--- src/rtl/pwm_dc_pkg.sv ---
package pwm_dc_pkg;
    typedef enum logic [1:0] {
        PH_IDLE   = 2'd0,
        PH_ACTIVE = 2'd1,
        PH_REST   = 2'd2
    } phase_e;

    localparam logic [1:0] SEL_CTRL = 2'd0;
    localparam logic [1:0] SEL_DIV  = 2'd1;
    localparam logic [1:0] SEL_DATA = 2'd2;

    localparam int CTRL_RUN_BIT = 0;
    localparam int CTRL_INV_BIT = 1;
    localparam int CTRL_SRC_BIT = 2;
endpackage

--- src/rtl/pwm_dc_regs.sv ---
module pwm_dc_regs
    import pwm_dc_pkg::*;
#(
    parameter int REG_W     = 32,
    parameter int TICK_BITS = 8,
    parameter int DIV_BITS  = 8
) (
    input  logic                 clk,
    input  logic                 rst_n,
    input  logic                 wr_en,
    input  logic [1:0]           wr_sel,
    input  logic [REG_W-1:0]     wr_data,
    output logic                 run_en,
    output logic                 inv_en,
    output logic                 src_ext,
    output logic [DIV_BITS-1:0]  div_sh,
    output logic [TICK_BITS-1:0] act_sh,
    output logic [TICK_BITS-1:0] rest_sh
);
    localparam int DATA_MSB = 2 * TICK_BITS - 1;

    always_ff @(posedge clk or negedge rst_n) begin
        if (!rst_n) begin
            run_en  <= 1'b0;
            inv_en  <= 1'b0;
            src_ext <= 1'b0;
            div_sh  <= '0;
            act_sh  <= '0;
            rest_sh <= '0;
        end else if (wr_en) begin
            case (wr_sel)
                SEL_CTRL: begin
                    run_en  <= wr_data[CTRL_RUN_BIT];
                    inv_en  <= wr_data[CTRL_INV_BIT];
                    src_ext <= wr_data[CTRL_SRC_BIT];
                end
                SEL_DIV:  div_sh <= wr_data[DIV_BITS:1];
                SEL_DATA: begin
                    act_sh  <= wr_data[DATA_MSB:TICK_BITS];
                    rest_sh <= wr_data[TICK_BITS-1:0];
                end
                default: ;
            endcase
        end
    end
endmodule

--- src/rtl/pwm_dc_prescaler.sv ---
module pwm_dc_prescaler #(
    parameter int DIV_BITS = 8
) (
    input  logic                clk,
    input  logic                rst_n,
    input  logic                run,
    input  logic                src_ext,
    input  logic                ext_tick,
    input  logic [DIV_BITS-1:0] div_n,
    output logic                tick
);
    logic [DIV_BITS-1:0] pcnt_q;
    logic                base;

    always_comb begin
        base = src_ext ? ext_tick : 1'b1;
        tick = run && base && (pcnt_q == div_n);
    end

    always_ff @(posedge clk or negedge rst_n) begin
        if (!rst_n)
            pcnt_q <= '0;
        else if (!run)
            pcnt_q <= '0;
        else if (base)
            pcnt_q <= (pcnt_q == div_n) ? '0 : pcnt_q + 1'b1;
    end
endmodule

--- src/rtl/pwm_dc_phase_fsm.sv ---
module pwm_dc_phase_fsm
    import pwm_dc_pkg::*;
#(
    parameter int TICK_BITS = 8,
    parameter int DIV_BITS  = 8
) (
    input  logic                 clk,
    input  logic                 rst_n,
    input  logic                 run_en,
    input  logic                 tick,
    input  logic [DIV_BITS-1:0]  div_sh,
    input  logic [TICK_BITS-1:0] act_sh,
    input  logic [TICK_BITS-1:0] rest_sh,
    output phase_e               state_q,
    output logic [DIV_BITS-1:0]  div_act,
    output logic [TICK_BITS-1:0] act_cnt,
    output logic                 run,
    output logic                 phase_on
);
    phase_e               state_d;
    logic [TICK_BITS-1:0] cnt_q;
    logic [TICK_BITS-1:0] rest_cnt;
    logic                 load;

    always_comb begin
        state_d = state_q;
        unique case (state_q)
            PH_IDLE:   if (run_en) state_d = PH_ACTIVE;
            PH_ACTIVE: if (tick && cnt_q == act_cnt) state_d = PH_REST;
            PH_REST:   if (tick && cnt_q == rest_cnt) state_d = PH_ACTIVE;
            default:   state_d = PH_IDLE;
        endcase
        if (!run_en) state_d = PH_IDLE;
        load = run_en && (state_q == PH_IDLE ||
                          (state_q == PH_REST && state_d == PH_ACTIVE));
    end

    always_ff @(posedge clk or negedge rst_n) begin
        if (!rst_n) state_q <= PH_IDLE;
        else        state_q <= state_d;
    end

    always_ff @(posedge clk or negedge rst_n) begin
        if (!rst_n) begin
            cnt_q    <= '0;
            div_act  <= '0;
            act_cnt  <= '0;
            rest_cnt <= '0;
        end else begin
            if (state_d != state_q || state_q == PH_IDLE)
                cnt_q <= '0;
            else if (tick)
                cnt_q <= cnt_q + 1'b1;
            if (load) begin
                div_act  <= div_sh;
                act_cnt  <= act_sh;
                rest_cnt <= rest_sh;
            end
        end
    end

    always_comb begin
        run      = (state_q != PH_IDLE);
        phase_on = (state_q == PH_ACTIVE);
    end
endmodule

--- src/rtl/pwm_dual_count.sv ---
module pwm_dual_count
    import pwm_dc_pkg::*;
#(
    parameter int REG_W     = 32,
    parameter int TICK_BITS = 8,
    parameter int DIV_BITS  = 8
) (
    input  logic             clk,
    input  logic             rst_n,
    input  logic             wr_en,
    input  logic [1:0]       wr_sel,
    input  logic [REG_W-1:0] wr_data,
    input  logic             ext_tick,
    output logic             pwm_out
);
    logic                 run_en, inv_en, src_ext;
    logic [DIV_BITS-1:0]  div_sh, div_act;
    logic [TICK_BITS-1:0] act_sh, rest_sh, act_cnt;
    logic                 tick, run, phase_on;
    phase_e               state_q;

    pwm_dc_regs #(.REG_W(REG_W), .TICK_BITS(TICK_BITS), .DIV_BITS(DIV_BITS)) u_regs (
        .clk(clk), .rst_n(rst_n), .wr_en(wr_en), .wr_sel(wr_sel), .wr_data(wr_data),
        .run_en(run_en), .inv_en(inv_en), .src_ext(src_ext),
        .div_sh(div_sh), .act_sh(act_sh), .rest_sh(rest_sh)
    );

    pwm_dc_prescaler #(.DIV_BITS(DIV_BITS)) u_presc (
        .clk(clk), .rst_n(rst_n), .run(run), .src_ext(src_ext),
        .ext_tick(ext_tick), .div_n(div_act), .tick(tick)
    );

    pwm_dc_phase_fsm #(.TICK_BITS(TICK_BITS), .DIV_BITS(DIV_BITS)) u_fsm (
        .clk(clk), .rst_n(rst_n), .run_en(run_en), .tick(tick),
        .div_sh(div_sh), .act_sh(act_sh), .rest_sh(rest_sh),
        .state_q(state_q), .div_act(div_act), .act_cnt(act_cnt),
        .run(run), .phase_on(phase_on)
    );

    always_comb pwm_out = phase_on ^ inv_en;
endmodule

--- config.mk ---
export PLATFORM = sky130hd
export DESIGN_NAME = pwm_dual_count
export DESIGN_NICKNAME = d
export VERILOG_FILES = /design/src/rtl/pwm_dc_pkg.sv /design/src/rtl/pwm_dc_regs.sv /design/src/rtl/pwm_dc_prescaler.sv /design/src/rtl/pwm_dc_phase_fsm.sv /design/src/rtl/pwm_dual_count.sv
export SDC_FILE = /design/constraint.sdc
export NUM_CORES = 1
export LEC_CHECK = 0
export ABC_CLOCK_PERIOD_IN_PS = 5600
export BUFFER_PORTS_ARGS = -buffer_cell sky130_fd_sc_hd__buf_2
export CAP_MARGIN = 20
export CORE_MARGIN = 3
export CORE_UTILIZATION = 60
export CTS_BUF_LIST = sky130_fd_sc_hd__clkbuf_16
export DETAILED_ROUTE_END_ITERATION = 6
export GPL_TIMING_DRIVEN = 0
export PLACE_DENSITY = 0.8
export SYNTH_ARGS = -nofsm -noshare
export SYNTH_HDL_FRONTEND = slang
export SYNTH_HIERARCHICAL = 1
export SYNTH_SLANG_ARGS = --single-unit
--- constraint.sdc ---
create_clock -name clk -period 5.6 [get_ports clk]
set_clock_uncertainty 0.15 [all_clocks]
set_input_delay 0.84 -clock clk [delete_from_list [all_inputs] [get_ports clk]]
set_output_delay 0.84 -clock clk [all_outputs]
set_load 0.01 [all_outputs]
* Yosys cells after proc, flatten, opt, wreduce, memory -nomap -nowiden
Index checks and enable logic that the tools add are counted.
** Word-level totals
- Word-level logic and storage cells :: 50
- Input bits :: 38
- Register bits :: 69
** Cells by class
- Bitwise operators :: 1
- Add/sub/neg operators :: 2
- Reduce and logical (&&, ||, !) cells :: 15
- Multiplexer cells :: 10
- Equality and inequality tests :: 10
** Operators by type and width (number)
- two-way mux 8 bit :: 5
- equality test 8 bit :: 3
- adder 8 x 1 -> 8 bit (second input constant) :: 2
- equality test 2 x 1 -> 1 bit (second input constant) :: 3
- logical AND 1 bit :: 6
- two-way mux 2 bit :: 3
- one-hot mux 2 bit (3 select lines) :: 1
- AND reduction 2 bit :: 3
- equality test 2 bit (second input constant) :: 2
- logical NOT 2 bit :: 2
- nonzero test 2 bit :: 2
- logical OR 1 bit :: 2
- != test 2 bit :: 1
- != test 2 bit (second input constant) :: 1
- two-way mux 1 bit :: 1
- bitwise XOR 1 bit :: 1

* Logic depth before layout (Yosys ltp)
- Depth after elaboration :: 11
- Mapped depth :: 10
- Depth with buffers taken out :: 8

* Hierarchy
Netlist, hierarchy kept.
** By module, submodules not included
- pwm_dc_phase_fsm :: sequential area each 850.8 µm², times used 1, cells an instance 126, area an instance 1730.4 µm²
- pwm_dc_regs :: sequential area each 675.6 µm², times used 1, cells an instance 58, area an instance 1072.3 µm²
- pwm_dc_prescaler :: sequential area each 200.2 µm², times used 1, cells an instance 63, area an instance 561.8 µm²
- pwm_dual_count :: sequential area each 0.0 µm², times used 1, cells an instance 1, area an instance 8.8 µm²

* Worst setup path before layout
OpenSTA, ideal clock, no wires.
- Kind :: input to register
- Start point :: in ext_tick
- End point :: reg u_fsm.act_cnt[0]
- Library setup time :: 0.125 ns
- Data arrival time :: 2.421 ns
- Buffers on the path :: 2
- Cell stages on the path :: 8
- Path slack :: 2.904 ns
- Required time :: 5.325 ns
- Cell sequence :: nand2b_1 nand2_1 nor2_1 buf_2 nand2_1 o41ai_4 buf_6 mux2_4
** On the way
- Longest elaborated chain between the ends :: 11
** Ends and longest elaborated chain
- from (decl) :: line pwm_dual_count.sv:13 : input logic ext_tick,
- two-way mux 1 bit * :: line pwm_dc_prescaler.sv:16 : base = src_ext ? ext_tick : 1'b1;
- logical AND 1 bit * (2 in a row) :: line pwm_dc_prescaler.sv:17 : tick = run && base && (pcnt_q == div_n);
- named net tick :: line pwm_dual_count.sv:19 : logic tick, run, phase_on;
- logical AND 1 bit (on tied branches) :: line pwm_dc_phase_fsm.sv:30, pwm_dc_phase_fsm.sv:29
- two-way mux 2 bit (on tied branches) :: line pwm_dc_phase_fsm.sv:30, pwm_dc_phase_fsm.sv:29
- one-hot mux 2 bit (3 select lines) * :: line pwm_dc_phase_fsm.sv:27 : unique case (state_q)
- two-way mux 2 bit * :: line pwm_dc_phase_fsm.sv:33 : if (!run_en) state_d = PH_IDLE;
- equality test 2 x 1 -> 1 bit * :: line pwm_dc_phase_fsm.sv:35 : (state_q == PH_REST && state_d == PH_ACTIVE));
- logical AND 1 bit * :: line pwm_dc_phase_fsm.sv:35
- logical OR 1 bit * :: line pwm_dc_phase_fsm.sv:34 : load = run_en && (state_q == PH_IDLE ||
- logical AND 1 bit * :: line pwm_dc_phase_fsm.sv:34
- to (signal assigned) :: line pwm_dc_phase_fsm.sv:56 : act_cnt <= act_sh;
- to (decl) :: line pwm_dc_phase_fsm.sv:16 : output logic [TICK_BITS-1:0] act_cnt,
Mark *: on every way through the listed nets, which the timed path passes. The rest lies on a longest branch.
A chain may end at the register's enable or synchronous reset.

* Final worst setup path
- Start point :: reg u_presc.pcnt_q[7]
- End point :: reg u_fsm.div_act[4]
** On the way
- Longest elaborated chain between the ends :: 10
** Ends and longest elaborated chain
- from (decl) :: line pwm_dc_prescaler.sv:12 : logic [DIV_BITS-1:0] pcnt_q;
- from (signal assigned) :: line pwm_dc_prescaler.sv:26 : pcnt_q <= (pcnt_q == div_n) ? '0 : pcnt_q + 1'b1;
- equality test 8 bit * :: line pwm_dc_prescaler.sv:17
- logical AND 1 bit * :: line pwm_dc_prescaler.sv:17
- named net tick :: line pwm_dual_count.sv:19
- logical AND 1 bit (on tied branches) :: line pwm_dc_phase_fsm.sv:30, pwm_dc_phase_fsm.sv:29
- two-way mux 2 bit (on tied branches) :: line pwm_dc_phase_fsm.sv:30, pwm_dc_phase_fsm.sv:29
- one-hot mux 2 bit (3 select lines) * :: line pwm_dc_phase_fsm.sv:27
- two-way mux 2 bit * :: line pwm_dc_phase_fsm.sv:33
- equality test 2 x 1 -> 1 bit * :: line pwm_dc_phase_fsm.sv:35
- logical AND 1 bit * :: line pwm_dc_phase_fsm.sv:35
- logical OR 1 bit * :: line pwm_dc_phase_fsm.sv:34
- logical AND 1 bit * :: line pwm_dc_phase_fsm.sv:34
- to (signal assigned) :: line pwm_dc_phase_fsm.sv:55 : div_act <= div_sh;
- to (decl) :: line pwm_dc_phase_fsm.sv:15 : output logic [DIV_BITS-1:0] div_act,
Marks and branches as above.

==> impl_metrics.csv <==
group,metric,value,unit
global_routing,grt_pass1_vias,2021,
clocking,clk_latency,0.33,ns
finish,syn_to_final_growth,15.02,%
placed_design,dp_hpwl,4120,um
critical_path,critPathKind,"register to register",
clocking,cts_hold_buf,0,
timing,maxSlewViolCount,0,
clocking,cts_max_level,3,
clocking,path_clk_slew,0.05,ns
finish,nNetsFinal,321,
timing,slew_headroom,33.39,%
critical_path,critPathMaxFanout,10,
clocking,cts_root_buf,"clkbuf_16",
floorplanning,io_pins,39,
logic_synthesis,syn_area_per_cell,13.60,um^2
timing,final.period_utilization,50.16,%
clocking,cts_tree,"yes",
logic_synthesis,synthCells,248,
global_routing,grt_overflow,0,
route,ant_nets,0,
pwr,ir_drop,0.0002392,V
route,wl_per_cell,16.80,um
logic_synthesis,syn_nets,288,
logic_synthesis,synth_edf_count,0,
pwr,power_frac_comb,24.2,%
pwr,switching_share,27.06,%
timing,post-route-min-period,2.809,ns
logic_synthesis,synth-seq-cells,69,
logic_synthesis,syn_area,3373,um^2
placed_design,gp_congestion,0.8401,
logic_synthesis,synthArstFlopShare,100.0,%
route,vias_per_cell,5.531,
timing,setup_viol,0,
logic_synthesis,synth_flop_cell,"dfrtp_1",
pwr,p_int,0.001283,W
finish,drive_above_1_share,38.46,%
logic_synthesis,yosys_warnings,6,
flow_run,max-cap-violations,0,
clocking,cts_num_sinks,69,
hold_path,holdCritPathClass,"register to register",
timing,rsz0062_at_grt,"no",
floorplanning,rows,26,
timing,hold_viol,0,
placed_design,place_ws,2.498,ns
global_routing,grt_use_met1,27.81,%
finish,ff_latch_area,1727,um^2
clocking,post_cts_buffers,0,
floorplanning,die_area,6558,um^2
floorplanning,dieHeight,80.98,um
timing,max_clock_freq,356.0,MHz
clocking,clockBufferDepth,2,
global_routing,grt_max_degree,70,
timing,holdWs,0.3477,ns
global_routing,grt_pass1_wl,10010,um
clocking,cts.repair.resized,0,
route,drt_iter0_markers,126,
timing,worst_pin_slew,0.9836,ns
route,num_vias,1969,
finish,antennaDiodeCount,0,
critical_path,cp-end-kind,"register",
run_status,status,"finished, final reports clean",
global_routing,gr-usage-met3,6.430,%
floorplanning,initial_core_util,64.01,%
pwr,p_switching,0.0004758,W
route,drc_errors,0,
global_routing,grt_usage,21.14,%
floorplanning,design.core.area,5270,um^2
finish,fin_cells,356,
finish,multi_input_area,1543,um^2
floorplanning,fp.dieW,80.98,um
route,firstDrtPassIters,4,
critical_path,cp.required,5.67,ns
placed_design,place_inst,340,
pwr,p_seq_share,42.6,%
route,wl,5982,um
placed_design,io_buffers,22,
finish,nFillCells,346,
global_routing,busiest_layer,"met2",
logic_synthesis,yosysSeqAreaShare,51.19,%
global_routing,antenna_found_initial,0,
clocking,cts-buffers-inserted,9,
global_routing,use_met2,32.02,%
pwr,p_per_area,453.2,nW/um^2
pwr,leakage,1.806,nW
critical_path,worstSetupStartpointType,"register",
timing,fin_setup_tns,0,ns
critical_path,worstPathArrival,2.88,ns
pwr,pwr-share-clk,33.2,%
timing,layout_setup_ws,2.791,ns
logic_synthesis,ys_types,42,
==> Yosys cell counts (all sizes together), types with 4 or more instances <==
master / count / area share [%]
xnor2: 20 / 6.0
inv: 4 / 0.44
nand2: 15 / 1.7
mux2: 51 / 20
o21ai: 5 / 0.74
nand4: 8 / 1.5
xor2: 14 / 3.6
nor2: 13 / 1.5
a21oi: 8 / 1.2
dfrtp: 69 / 51
nand3: 4 / 0.74
buf: 8 / 2.5
==> worst paths after layout <==
path	endpoint	start	slack, ns	depth (start not counted)
setup / recovery	u_fsm/div_act[4]	u_presc/pcnt_q[7]	2.79	9
hold / removal	u_fsm/div_act[1]	u_regs/div_sh[1]	0.35	1
setup reg to reg	u_fsm/div_act[4]	u_presc/pcnt_q[7]	2.79	9
hold reg to reg	u_fsm/div_act[1]	u_regs/div_sh[1]	0.35	1
max in group asynchronous	u_regs/div_sh[3]	rst_n	4.30	1
min in group asynchronous	u_fsm/div_act[0]	rst_n	0.45	1
==> sequential cells by signal (all words and copies together) (netlist names) <==
signal,count
u_regs/inv_en,1
u_fsm/act_cnt,8
u_regs/div_sh,8
u_fsm/rest_cnt,8
u_regs/src_ext,1
u_fsm/state_q,2
u_regs/act_sh,8
u_regs/run_en,1
u_regs/rest_sh,8
u_fsm/div_act,8
u_presc/pcnt_q,8
u_fsm/cnt_q,8
==> stage by stage <==
| step | total power [W] | cell area [um^2] | util (%) |
|---|---|---|---|
| floorplan | 0.001079 | 3373 | - |
| global route | 0.001843 | 3880 | 73.62 |
| detailed placement | 0.001183 | 3573 | 67.81 |
| CTS | 0.001774 | 3880 | 73.62 |
| global placement | 0.001157 | 3571 | 67.76 |
| finish | 0.001758 | 3880 | 73.62 |
==> cell usage in the layout (no fill, tap or decap), types with 3 or more instances in the layout <==
master and instances:
dfrtp_1 69, mux2_4 29, buf_2 22, mux2_2 22, xnor2_1 18, nand2_1 15, xor2_1 14, nor2_1 12
clkbuf_16 9, nand4_1 8, a21oi_1 8, buf_6 7, inv_1 5, o21ai_0 5, nand3_1 3
==> worst max-delay path: stages, from the launching register on <==
cell and delay (ns):
dfrtp_1 0.42, xor2_1 0.17, nor2_1 0.19, nand4_1 0.11, nor2_1 0.10, buf_2 0.21, nand2_1 0.15, o41ai_4 0.60
buf_6 0.27, mux2_4 0.32
==> power groups by stage <==
stage               combinational, W  clock, W  sequential (W)
floorplan                   0.000358         0        0.000721
global placement            0.000409         0        0.000748
detailed placement          0.000426         0        0.000757
CTS                         0.000429  0.000595        0.000750
global route                0.000459  0.000618        0.000767
finish                      0.000425  0.000585        0.000749
==> per-layer routing <==
layer	routed length [um]	up-vias
met5	0	-
met3	246	8
met2	2796	37
met1	2834	983
li1	-	941
met4	105	0
==> cell type report <==
class | instances | share of cell area [%]
sequential | 69 | 44.50
multi-input combinational | 166 | 39.76
clock buffer | 9 | 5.805
timing repair buffer | 22 | 2.902
buffer | 9 | 2.290
tap | 70 | 2.257
clock inverter | 7 | 2.096
inverter | 4 | 0.3870
==> kinds of logic after synthesis <==
| kind of cell | count (synthesis) | share of synthesized area [%] |
|---|---|---|
| flip-flops | 69 | 51.19 |
| buffers and inverters | 13 | 3.078 |
| AO/OA/AOI/OAI | 25 | 5.750 |
| XOR/XNOR | 34 | 9.607 |
| AND/OR/NAND/NOR | 53 | 9.088 |
| multiplexers | 52 | 20.55 |
| adder cells (fa/ha/maj) | 2 | 0.7417 |
Note: power is estimated with default switching activity, not from simulation.
